`config.mk`:
```
export PLATFORM = sky130hd
export DESIGN_NAME = prio_intc
export DESIGN_NICKNAME = d
export VERILOG_FILES = /design/src/rtl/prio_intc_pkg.sv /design/src/rtl/prio_intc_levels.sv /design/src/rtl/prio_intc_arb.sv /design/src/rtl/prio_intc_stack.sv /design/src/rtl/prio_intc.sv
export SDC_FILE = /design/constraint.sdc
export NUM_CORES = 1
export LEC_CHECK = 0
export BUFFER_PORTS_ARGS = -buffer_cell sky130_fd_sc_hd__clkbuf_2
export CAP_MARGIN = 10
export CORE_MARGIN = 10
export CORE_UTILIZATION = 44
export DETAILED_ROUTE_END_ITERATION = 8
export SLEW_MARGIN = 15
export SYNTH_ARGS = -nofsm -noshare
export SYNTH_HDL_FRONTEND = slang
export SYNTH_SLANG_ARGS = --single-unit
export TNS_END_PERCENT = 50
```
`constraint.sdc`:
```
create_clock -name clk -period 41 [get_ports clk]
set_input_delay 6.15 -clock clk [delete_from_list [all_inputs] [get_ports clk]]
set_output_delay 6.15 -clock clk [all_outputs]
set_load 0.01 [all_outputs]
```
`src/rtl/prio_intc_pkg.sv`:
```
package prio_intc_pkg;

  // Lowest vector number that takes part in arbitration (0 and 1 are resets).
  localparam int FIRST_IRQ = 2;

  typedef enum logic [1:0] {
    RNG_FIXED = 2'd0,  // level wired in, never written
    RNG_HI    = 2'd1,  // levels 1..3
    RNG_LO    = 2'd2,  // levels 0..2
    RNG_ANY   = 2'd3   // levels 0..3
  } lvl_range_e;

  function automatic lvl_range_e range_of(int idx);
    if (idx < 9)       return RNG_FIXED;
    else if (idx < 16) return RNG_HI;
    else if (idx < 25) return RNG_LO;
    else               return RNG_ANY;
  endfunction

  function automatic logic [1:0] fixed_lvl(int idx);
    if (idx >= 2 && idx <= 5) return 2'd3;
    else if (idx == 6)        return 2'd2;
    else if (idx == 7)        return 2'd1;
    else                      return 2'd0;
  endfunction

  function automatic logic [1:0] clamp_lvl(lvl_range_e r, logic [1:0] l);
    if (r == RNG_HI && l == 2'd0)      return 2'd1;
    else if (r == RNG_LO && l == 2'd3) return 2'd2;
    else                               return l;
  endfunction

  // Serviced-level code: 0 = idle, n+1 = servicing level n.
  function automatic logic [2:0] svc_code(logic [1:0] l);
    return {1'b0, l} + 3'd1;
  endfunction

  function automatic logic eligible(logic [1:0] l, logic [2:0] mask);
    return (l == 2'd3) || (svc_code(l) > mask);
  endfunction

endpackage

```
`src/rtl/prio_intc_levels.sv`:
```
module prio_intc_levels
  import prio_intc_pkg::*;
#(
  parameter int NSRC = 32,
  localparam int IW = $clog2(NSRC)
) (
  input  logic                  clk,
  input  logic                  rst_n,
  input  logic                  we,
  input  logic [IW-1:0]         sel,
  input  logic [2:0]            code,
  output logic [NSRC-1:0]       off,
  output logic [NSRC-1:0][1:0]  lvl
);

  for (genvar i = 0; i < NSRC; i++) begin : g_src
    if (i < FIRST_IRQ) begin : g_reset_vec
      assign off[i] = 1'b1;
      assign lvl[i] = 2'd0;
    end else if (range_of(i) == RNG_FIXED) begin : g_fixed
      assign off[i] = 1'b0;
      assign lvl[i] = fixed_lvl(i);
    end else begin : g_prog
      logic       off_q;
      logic [1:0] lvl_q;
      always_ff @(posedge clk or negedge rst_n) begin
        if (!rst_n) begin
          off_q <= 1'b1;
          lvl_q <= 2'd0;
        end else if (we && sel == IW'(i)) begin
          off_q <= code[2];
          lvl_q <= clamp_lvl(range_of(i), code[1:0]);
        end
      end
      assign off[i] = off_q;
      assign lvl[i] = lvl_q;

      // a stored level never leaves the source's allowed band
      a_r7_level_in_band: assert property (@(posedge clk) disable iff (!rst_n)
        !off_q |-> ((range_of(i) != RNG_HI || lvl_q != 2'd0) &&
                    (range_of(i) != RNG_LO || lvl_q != 2'd3)));
    end
  end

endmodule

```
`src/rtl/prio_intc_arb.sv`:
```
module prio_intc_arb
  import prio_intc_pkg::*;
#(
  parameter int NSRC = 32,
  localparam int IW = $clog2(NSRC)
) (
  input  logic [NSRC-1:0]       req,
  input  logic [NSRC-1:0]       off,
  input  logic [NSRC-1:0][1:0]  lvl,
  input  logic [2:0]            mask,
  output logic                  found,
  output logic [IW-1:0]         win_idx,
  output logic [1:0]            win_lvl
);

  // Scan from the top index down; ">=" lets a lower index take a tie.
  always_comb begin
    found   = 1'b0;
    win_idx = '0;
    win_lvl = 2'd0;
    for (int i = NSRC - 1; i >= FIRST_IRQ; i--) begin
      if (req[i] && !off[i] && eligible(lvl[i], mask)) begin
        if (!found || lvl[i] >= win_lvl) begin
          found   = 1'b1;
          win_idx = IW'(i);
          win_lvl = lvl[i];
        end
      end
    end
  end

endmodule

```
`src/rtl/prio_intc_stack.sv`:
```
module prio_intc_stack #(
  parameter int DEPTH = 4,
  localparam int CW = $clog2(DEPTH + 1)
) (
  input  logic       clk,
  input  logic       rst_n,
  input  logic       push,
  input  logic       pop,
  input  logic [2:0] new_mask,
  output logic [2:0] mask
);

  logic [2:0]    stk [DEPTH];
  logic [CW-1:0] cnt;

  always_ff @(posedge clk or negedge rst_n) begin
    if (!rst_n) begin
      mask <= 3'd0;
      cnt  <= '0;
      for (int k = 0; k < DEPTH; k++) stk[k] <= 3'd0;
    end else if (push && pop) begin
      mask <= new_mask;
    end else if (push) begin
      mask   <= new_mask;
      stk[0] <= mask;
      for (int k = 1; k < DEPTH; k++) stk[k] <= stk[k-1];
      if (cnt != CW'(DEPTH)) cnt <= cnt + 1'b1;
    end else if (pop) begin
      mask <= stk[0];
      for (int k = 0; k < DEPTH - 1; k++) stk[k] <= stk[k+1];
      stk[DEPTH-1] <= 3'd0;
      if (cnt != '0) cnt <= cnt - 1'b1;
    end
  end

  // depth never exceeds the stack size
  a_r11_depth_bound: assert property (@(posedge clk) disable iff (!rst_n)
    cnt <= CW'(DEPTH));

  // popping an empty stack returns the serviced level to idle
  a_r11_empty_pop_idle: assert property (@(posedge clk) disable iff (!rst_n)
    (pop && !push && cnt == '0) |=> (mask == 3'd0));

  // simultaneous push and pop leave the depth alone
  a_r12_depth_kept: assert property (@(posedge clk) disable iff (!rst_n)
    (push && pop) |=> (cnt == $past(cnt)));

endmodule

```
`src/rtl/prio_intc.sv`:
```
module prio_intc
  import prio_intc_pkg::*;
#(
  parameter int NSRC    = 32,
  parameter int AW      = 21,
  parameter int STACK_D = 4,
  localparam int IW = $clog2(NSRC)
) (
  input  logic            clk,
  input  logic            rst_n,
  input  logic [NSRC-1:0] irq_req,
  input  logic            cfg_we,
  input  logic [IW-1:0]   cfg_sel,
  input  logic [2:0]      cfg_code,
  input  logic [AW-1:0]   vec_base,
  input  logic            ack,
  input  logic            rti,
  output logic            irq_pending,
  output logic [IW-1:0]   vec_num,
  output logic [AW-1:0]   vec_addr,
  output logic            ack_valid,
  output logic [IW-1:0]   ack_vec,
  output logic [AW-1:0]   ack_addr
);

  function automatic logic [AW-1:0] fetch_addr(logic [AW-1:0] base, logic [IW-1:0] idx);
    return base + (AW'(idx) << 1);
  endfunction

  logic [NSRC-1:0]      src_off;
  logic [NSRC-1:0][1:0] src_lvl;
  logic [2:0]           svc_mask;
  logic                 arb_found;
  logic [IW-1:0]        arb_idx;
  logic [1:0]           arb_lvl;
  logic [1:0]           win_lvl_q;
  logic                 ack_take;

  assign ack_take = ack && irq_pending;

  prio_intc_levels #(.NSRC(NSRC)) u_levels (
    .clk(clk), .rst_n(rst_n), .we(cfg_we), .sel(cfg_sel), .code(cfg_code),
    .off(src_off), .lvl(src_lvl)
  );

  prio_intc_arb #(.NSRC(NSRC)) u_arb (
    .req(irq_req), .off(src_off), .lvl(src_lvl), .mask(svc_mask),
    .found(arb_found), .win_idx(arb_idx), .win_lvl(arb_lvl)
  );

  prio_intc_stack #(.DEPTH(STACK_D)) u_stack (
    .clk(clk), .rst_n(rst_n), .push(ack_take), .pop(rti),
    .new_mask(svc_code(win_lvl_q)), .mask(svc_mask)
  );

  always_ff @(posedge clk or negedge rst_n) begin
    if (!rst_n) begin
      irq_pending <= 1'b0;
      vec_num     <= '0;
      vec_addr    <= '0;
      win_lvl_q   <= 2'd0;
      ack_valid   <= 1'b0;
      ack_vec     <= '0;
      ack_addr    <= '0;
    end else begin
      irq_pending <= arb_found && !ack_take;
      vec_num     <= arb_idx;
      vec_addr    <= fetch_addr(vec_base, arb_idx);
      win_lvl_q   <= arb_lvl;
      ack_valid   <= ack_take;
      if (ack_take) begin
        ack_vec  <= vec_num;
        ack_addr <= vec_addr;
      end
    end
  end

  // reset vectors are never presented
  a_r5_no_reset_vec: assert property (@(posedge clk) disable iff (!rst_n)
    irq_pending |-> (vec_num >= IW'(FIRST_IRQ)));

  // presented address follows base plus two words per vector
  a_r4_addr_map: assert property (@(posedge clk) disable iff (!rst_n)
    irq_pending |-> (vec_addr == $past(vec_base) + (AW'(vec_num) << 1)));

  // an accepted ack strobes once and silences the next cycle
  a_r10_ack_strobe: assert property (@(posedge clk) disable iff (!rst_n)
    ack_take |=> (ack_valid && !irq_pending && ack_vec == $past(vec_num)));

  // ack without a pending request is ignored
  a_r10_idle_ack: assert property (@(posedge clk) disable iff (!rst_n)
    (ack && !irq_pending) |=> !ack_valid);

  // the serviced level follows the winner after an accepted ack
  a_r10_mask_raise: assert property (@(posedge clk) disable iff (!rst_n)
    ack_take |=> (svc_mask == svc_code($past(win_lvl_q))));

  // a presented request was above the serviced level, or at level 3
  a_r9_above_mask: assert property (@(posedge clk) disable iff (!rst_n)
    irq_pending |-> (win_lvl_q == 2'd3 || svc_code(win_lvl_q) > $past(svc_mask)));

endmodule

```
==> results of run 1 <==
==> final cells by class <==
type	count	area, um2
tap	319	399.1
clock inverter	14	152.6
clock buffer	18	429.2
timing repair buffer	121	621.8
fill	2227	11400
sequential	140	3532
inverter	77	289.0
multi-input combinational	843	6436
==> power groups by stage <==
| stage | Sequential, mW | Combinational (mW) | Clock (mW) |
|---|---|---|---|
| 3_3_place_gp | 0.195 | 0.374 | 0 |
| 4_1_cts | 0.194 | 0.387 | 0.160 |
| 5_1_grt | 0.198 | 0.442 | 0.166 |
| 2_1_floorplan | 0.196 | 0.283 | 0 |
| 3_5_place_dp | 0.196 | 0.384 | 0 |
| 6_report | 0.194 | 0.389 | 0.157 |
==> cell usage after synthesis (10+ instances only) <==
cell and instances:
ha_1 127, dfrtp_1 117, mux2_2 79, inv_1 76, nand2_1 76, nor2_1 73, a21oi_1 62, o21ai_0 59
nor2b_1 35, nand2b_1 28, dfstp_2 23, nand3_1 23, clkbuf_1 15, nor3_1 15, o211ai_1 15, o21a_1 15
xnor2_1 14, and2_1 12, mux2i_1 12, a211oi_1 11, a21o_1 11, a31oi_1 10, a32oi_1 10, nor3b_1 10
==> cells by family (layout without fill, tap and decap cells) <==
logic type / count (synthesis) / after routing
simple gates: 327 / 327
compound gates: 272 / 272
flops: 140 / 140
fa+ha+maj: 135 / 135
buf+inv: 96 / 230
mux: 91 / 91
xor+xnor: 18 / 18
==> flip-flops by register name, summed over array words and instances (netlist names) <==
name	cells
ack_addr	21
ack_vec	5
u_levels.g_src.g_prog.lvl_q	46
ack_valid	1
vec_addr	21
win_lvl_q	2
u_stack.stk	12
u_levels.g_src.g_prog.off_q	23
u_stack.mask	3
irq_pending	1
vec_num	5
==> per-layer routing <==
layer,vias to the layer above,global-route usage (%)
li1,4236,-
met1,4199,24.56
met2,199,30.49
met3,20,3.376
met4,0,4.132
met5,-,0
==> through the flow <==
| stage | hold slack [ps] | instances | setup slack [ps] | area, um2 | utilization, % |
|---|---|---|---|---|---|
| after detailed placement | 490.3 | 1500 | 3348 | 11280 | 48.48 |
| after floorplan | 473.9 | 1079 | 7329 | 10330 | - |
| after global placement | 484.1 | 1500 | 3460 | 11280 | 48.48 |
| final | 501.5 | 1532 | 3185 | 11860 | 50.98 |
| after CTS | 502.9 | 1532 | 3626 | 11860 | 50.98 |
| after global routing | 518.7 | 1532 | 314.0 | 11860 | 50.98 |
==> how the worst min path moves through the flow <==
stage | start | endpoint | depth (start not counted)
finish | vec_addr[3] | ack_addr[3] | 1
global route | vec_addr[3] | ack_addr[3] | 1
CTS | vec_addr[3] | ack_addr[3] | 1
detailed placement | vec_addr[14] | ack_addr[14] | 1
global placement | vec_addr[16] | ack_addr[16] | 1
floorplan | u_levels.g_src[15].g_prog.off_q | u_levels.g_src[15].g_prog.off_q | 2
==> summary.txt, run 1 <==
outcome: completed
classification of the worst setup path: input port to flop
post-route ant nets: 0
Worst setup EP type: flop
CP arrival: 38150 ps
Slowest-stage cell, CP: a2111oi_1
largest net degree at the start of global routing: 76
main combinational cell family by area after synthesis: compound AO/OA/AOI/OAI gates
Die Area: 30010 um2
Final Hold Fails: 0
CP startpoint kind: input port
diode count: 0
RSZ-0062 raised after global routing: false
# setup viols final: 0
post-synthesis async set-or-reset flop share: 100.0%
Comb power frac: 52.6%
# IOs: 120
Final nets: 1394
post-layout min period: 37810 ps
Synth Area in Compound Gates: 18.08%
Pleak: 5.486 nW
Total Wirelength: 27.79 mm
metal2 WL: 13.28 mm
htree depth: 4
postcts setup bufs: 0
Largest stage delay, worst path: 560 ps
worst-path fanout max: 10
met1 WL: 12.95 mm
cts hold-fix bufs: 0
post-synth top area share: 28.34%
iteration count of the initial detailed-routing pass: 7
clk sink count: 140
Hold Crit Class: flop to flop
clock power share: 21.2%
Post-Syn Area: 10330 um2
clock latency on the worst-skew pair: 440 ps
antenna violations before repair: 1
commonest non-fill, non-tap cells in the layout: ha_1 (127), dfrtp_1 (117), clkbuf_2 (116), mux2_2 (79)
# resized after CTS: 0
Synth cell types: 83
number of cells on the critical path: 150
detailed-route DRC error count: 0
Die Span Y: 173.2 um
Post-synth EDFFs: 0
required time worst endpoint: 41340 ps
Via density: 5.649
CP top delay family: compound AO/OA/AOI/OAI gates
sequential share of power: 26.2%
most frequent CP cell: ha_1
global-route wire length before repair: 45.02 mm
CTS Root Buffer Type: clkbuf_16
Yosys reg bits: 140
TritonCTS clock tree: done
Power Internal: 421.5 uW
sw frac: 42.99%
Synthesized Nets: 1273
simple-gate share of the synthesized area: 16.66%
buffers plus inverters on the worst setup path: 6
skew final: 13.64 ps
Site Rows: 56
die width: 173.2 um
IO Port Bufs: 117
worst setup path endpoint: vec_addr[19]
Max-slew headroom: 42.64%
routed via count: 8654
total of max-cap violations: 0
DRT iter0 DRCs: 661
total CTS buffers: 17
core area: 23260 um2
FF-to-FF Start: u_levels.g_src[31].g_prog.lvl_q[0]
Worst R2R End: vec_addr[19]
Ys Warns: 0
Initial Util: 44.42%
Syn-to-layout area delta: 14.79%
Post-Synth XOR/XNOR Area: 1.526%
RePlAce Congestion: 0.8908
crit path from: irq_req[31]
fin crit share: 92.23%
total track usage: 18.44%
Worst Tran Pin Value: 853.9 ps
Power, Total: 739.4 uW
f_max: 26.44 MHz
pwr/cell area: 62.35 nW/um2
post-synthesis average cell area: 9.576 um2
Post-Synthesis Cells: 1079
commonest non-fill, non-tap cell in the layout: ha_1
vias in the first global route: 8437
Post-Synth Adder-Cell Area: 16.25%
sequential-to-total area share from yosys stat: 34.19%
Routed wire per std cell: 18.14 um
setup TNS: 0 ps
max-slew violations: 0
R2R setup slack: 7880 ps
Max VDD drop: 0.02867 mV
layout cell share with drive strength beyond 1: 22.51%
post-synthesis mux area share: 9.772%
global route overflow: 0
metal3 WL: 1.264 mm
worst reg-to-reg path cell count: 150
Max clock buf depth: 2
Final HPWL DP: 20.74 mm
synth top area cells: dfrtp_1 (28%), ha_1 (15%), mux2_2 (8.6%)
switching power: 317.9 uW
Main synth FF type: dfrtp_1
highest metal used: met4
cell taking the most area after synthesis: dfrtp_1
Clock transition at path regs: 70 ps
No activity file was read; power rests on OpenSTA's default activity.
==> run 2: changes to the inputs <==
CORE_ASPECT_RATIO = 1.5   (was default)
CORE_MARGIN = 2   (was 10)
CORE_UTILIZATION = 49   (was 44)
PLACE_DENSITY = 0.69   (was default)
==> run 2 against run 1 <==
Non-clock buffer count is the same. Maximum frequency fell by 0.54%. Global-route usage grew 5.8 points. Total power decreased by 1.5%. Flip-flop and latch count did not move. Wire length decreased by 5.9%. Worst hold slack got worse by 0.88 ps.
==> summary.txt, run 2 (synthesis results as in run 1) <==
outcome: completed
total track usage: 24.22% (+5.8 points)
total CTS buffers: 17 (unchanged)
pwr/cell area: 61.87 nW/um2 (-0.76%)
post-layout min period: 38020 ps (+204.1 ps)
Routed wire per std cell: 17.67 um (-2.6%)
biggest regs: u_levels.g_src.g_prog.lvl_q x46, u_levels.g_src.g_prog.off_q x23
Worst Tran Pin Value: 970.2 ps (+116.3 ps)
Design Area, Final: 11770 um2 (-0.78%)
largest net degree at the start of global routing: 79 (+3.9%)
iteration count of the initial detailed-routing pass: 5 (-2)
Max-slew headroom: 35.32% (-7.3 points)
cts hold-fix bufs: 0 (unchanged)
postcts setup bufs: 0 (unchanged)
f_max: 26.30 MHz (-0.54%)
global-route wire length before repair: 42.44 mm (-5.7%)
RePlAce Congestion: 0.9271 (+4.1%)
required time worst endpoint: 41320 ps (-20 ps)
# resized after CTS: 0 (unchanged)
Pleak: 5.478 nW (-0.14%)
vias in the first global route: 8713 (+3.3%)
setup TNS: 0 ps (unchanged)
final non-filler cell total: 1481 (-3.3%)
Max VDD drop: 0.03618 mV (+26%)
Hold Startpoint: vec_addr[16]
die width: 122.6 um (-29%)
Total Wirelength: 26.16 mm (-5.9%)
global route overflow: 0 (unchanged)
# IOs: 120 (unchanged)
Hold Path Depth: 1 (unchanged)
Hold Crit Class: flop to flop
clk sink count: 140 (unchanged)
core area: 20900 um2 (-10%)
skew final: 12.47 ps (-1.178 ps)
Final nets: 1394 (unchanged)
DP Worst Slack: 3062 ps (-285.4 ps)
detailed-route DRC error count: 0 (unchanged)
Die Span Y: 181.9 um (+5.0%)
worst setup margin: 2981 ps (-204.1 ps)
classification of the worst setup path: input port to flop
FF-to-FF Start: u_stack.mask[1]
post-route ant nets: 0 (unchanged)
diode count: 0 (unchanged)
CTS Root Buffer Type: clkbuf_16
fin crit share: 92.73% (+0.50 points)
Via density: 5.901 (+4.5%)
CP top delay family: compound AO/OA/AOI/OAI gates
Biggest register: u_levels.g_src.g_prog.lvl_q
Die Area: 22290 um2 (-26%)
Initial Util: 49.43% (+5.0 points)
DRT iter0 DRCs: 462 (-30%)
IO Port Bufs: 117 (unchanged)
max reg flops: 46 (unchanged)
Slowest-stage cell, CP: a2111oi_1
layout cell share with drive strength beyond 1: 22.59% (+0.082 points)
most frequent CP cell: ha_1
number of cells on the critical path: 145 (-3.3%)
htree depth: 4 (unchanged)
antenna violations before repair: 0 (-1)
Post-Place Cells: 1449 (-3.4%)
CP arrival: 38340 ps (+190 ps)
routed via count: 8740 (+0.99%)
# setup viols final: 0 (unchanged)
Largest stage delay, worst path: 600 ps (+40 ps)
Max clock buf depth: 2 (unchanged)
clock latency on the worst-skew pair: 440 ps (about the same)
Site Rows: 65 (+16%)
commonest non-fill, non-tap cell in the layout: ha_1
# fillers: 1858 (-17%)
Final Hold Fails: 0 (unchanged)
total of max-cap violations: 0 (unchanged)
Power, Total: 728.1 uW (-1.5%)
buffers plus inverters on the worst setup path: 4 (-2)
CP startpoint kind: input port
worst-path fanout max: 10 (unchanged)
worst reg-to-reg path cell count: 146 (-2.7%)
TritonCTS clock tree: done
max-slew violations: 0 (unchanged)
Clock transition at path regs: 70 ps (about the same)
crit path from: irq_req[31]
Worst setup EP type: flop
DP Area: 11210 um2 (-0.57%)
RSZ-0062 raised after global routing: false
Final HPWL DP: 19.97 mm (-3.7%)
Syn-to-layout area delta: 13.89%
commonest non-fill, non-tap cells in the layout: ha_1 (127), dfrtp_1 (117), clkbuf_2 (116), mux2_2 (79)
run 2: cell count changes in the layout (fill, tap and decap cells not counted):
cell / before / now
inv_8: 2 / 3
clkbuf_1: 1 / 0
inv_6: 5 / 6
clkinv_4: 2 / 1
clkinv_8: 1 / 0
clkinv_2: 0 / 2
bufinv_16: 1 / 0
run 2: area by class of cell:
class | count | area [um2] | area share (%)
Multi-Input combinational cell | 843 | 6436 | 54.69
Sequential cell | 140 | 3532 | 30.02
Inverter | 77 | 289.0 | 2.456
Tap cell | 268 | 335.3 | 2.850
Timing Repair Buffer | 121 | 621.8 | 5.284
Clock buffer | 17 | 425.4 | 3.615
Clock inverter | 15 | 127.6 | 1.085
run 2: worst paths after layout:
path / to / slack (ps)
worst min register to register: ack_addr[16] / 500
worst max register to register: vec_addr[20] / 7480
worst min-delay path: ack_addr[16] / 500
worst max-delay path: vec_addr[20] / 2980
min in group asynchronous: u_stack.stk[1] / 5690
max in group asynchronous: u_levels.g_src[22].g_prog.lvl_q[0] / 33900
run 2: where the power goes:
part           internal (mW)  total [mW]  switching (mW)
Clock                 0.0794       0.146          0.0669
Combinational          0.166       0.387           0.222
Sequential             0.170       0.195          0.0245
Total                  0.415       0.728           0.313
run 2: stage by stage:
step / util, % / hold WS, ps
after floorplan: - / 473.9
after global placement: 53.65 / 484.6
after detailed placement: 53.65 / 494.6
after CTS: 56.30 / 505.1
after global routing: 56.30 / 518.1
final: 56.30 / 500.6
run 2: layer usage:
layer  up-vias  share of wire [%]  GRT usage, %
li1       4236                  -             -
met1      4250                 39         25.99
met2       203                 55         46.20
met3        51                3.6         3.675
met4         0                2.6         9.517
met5         -                  0             0
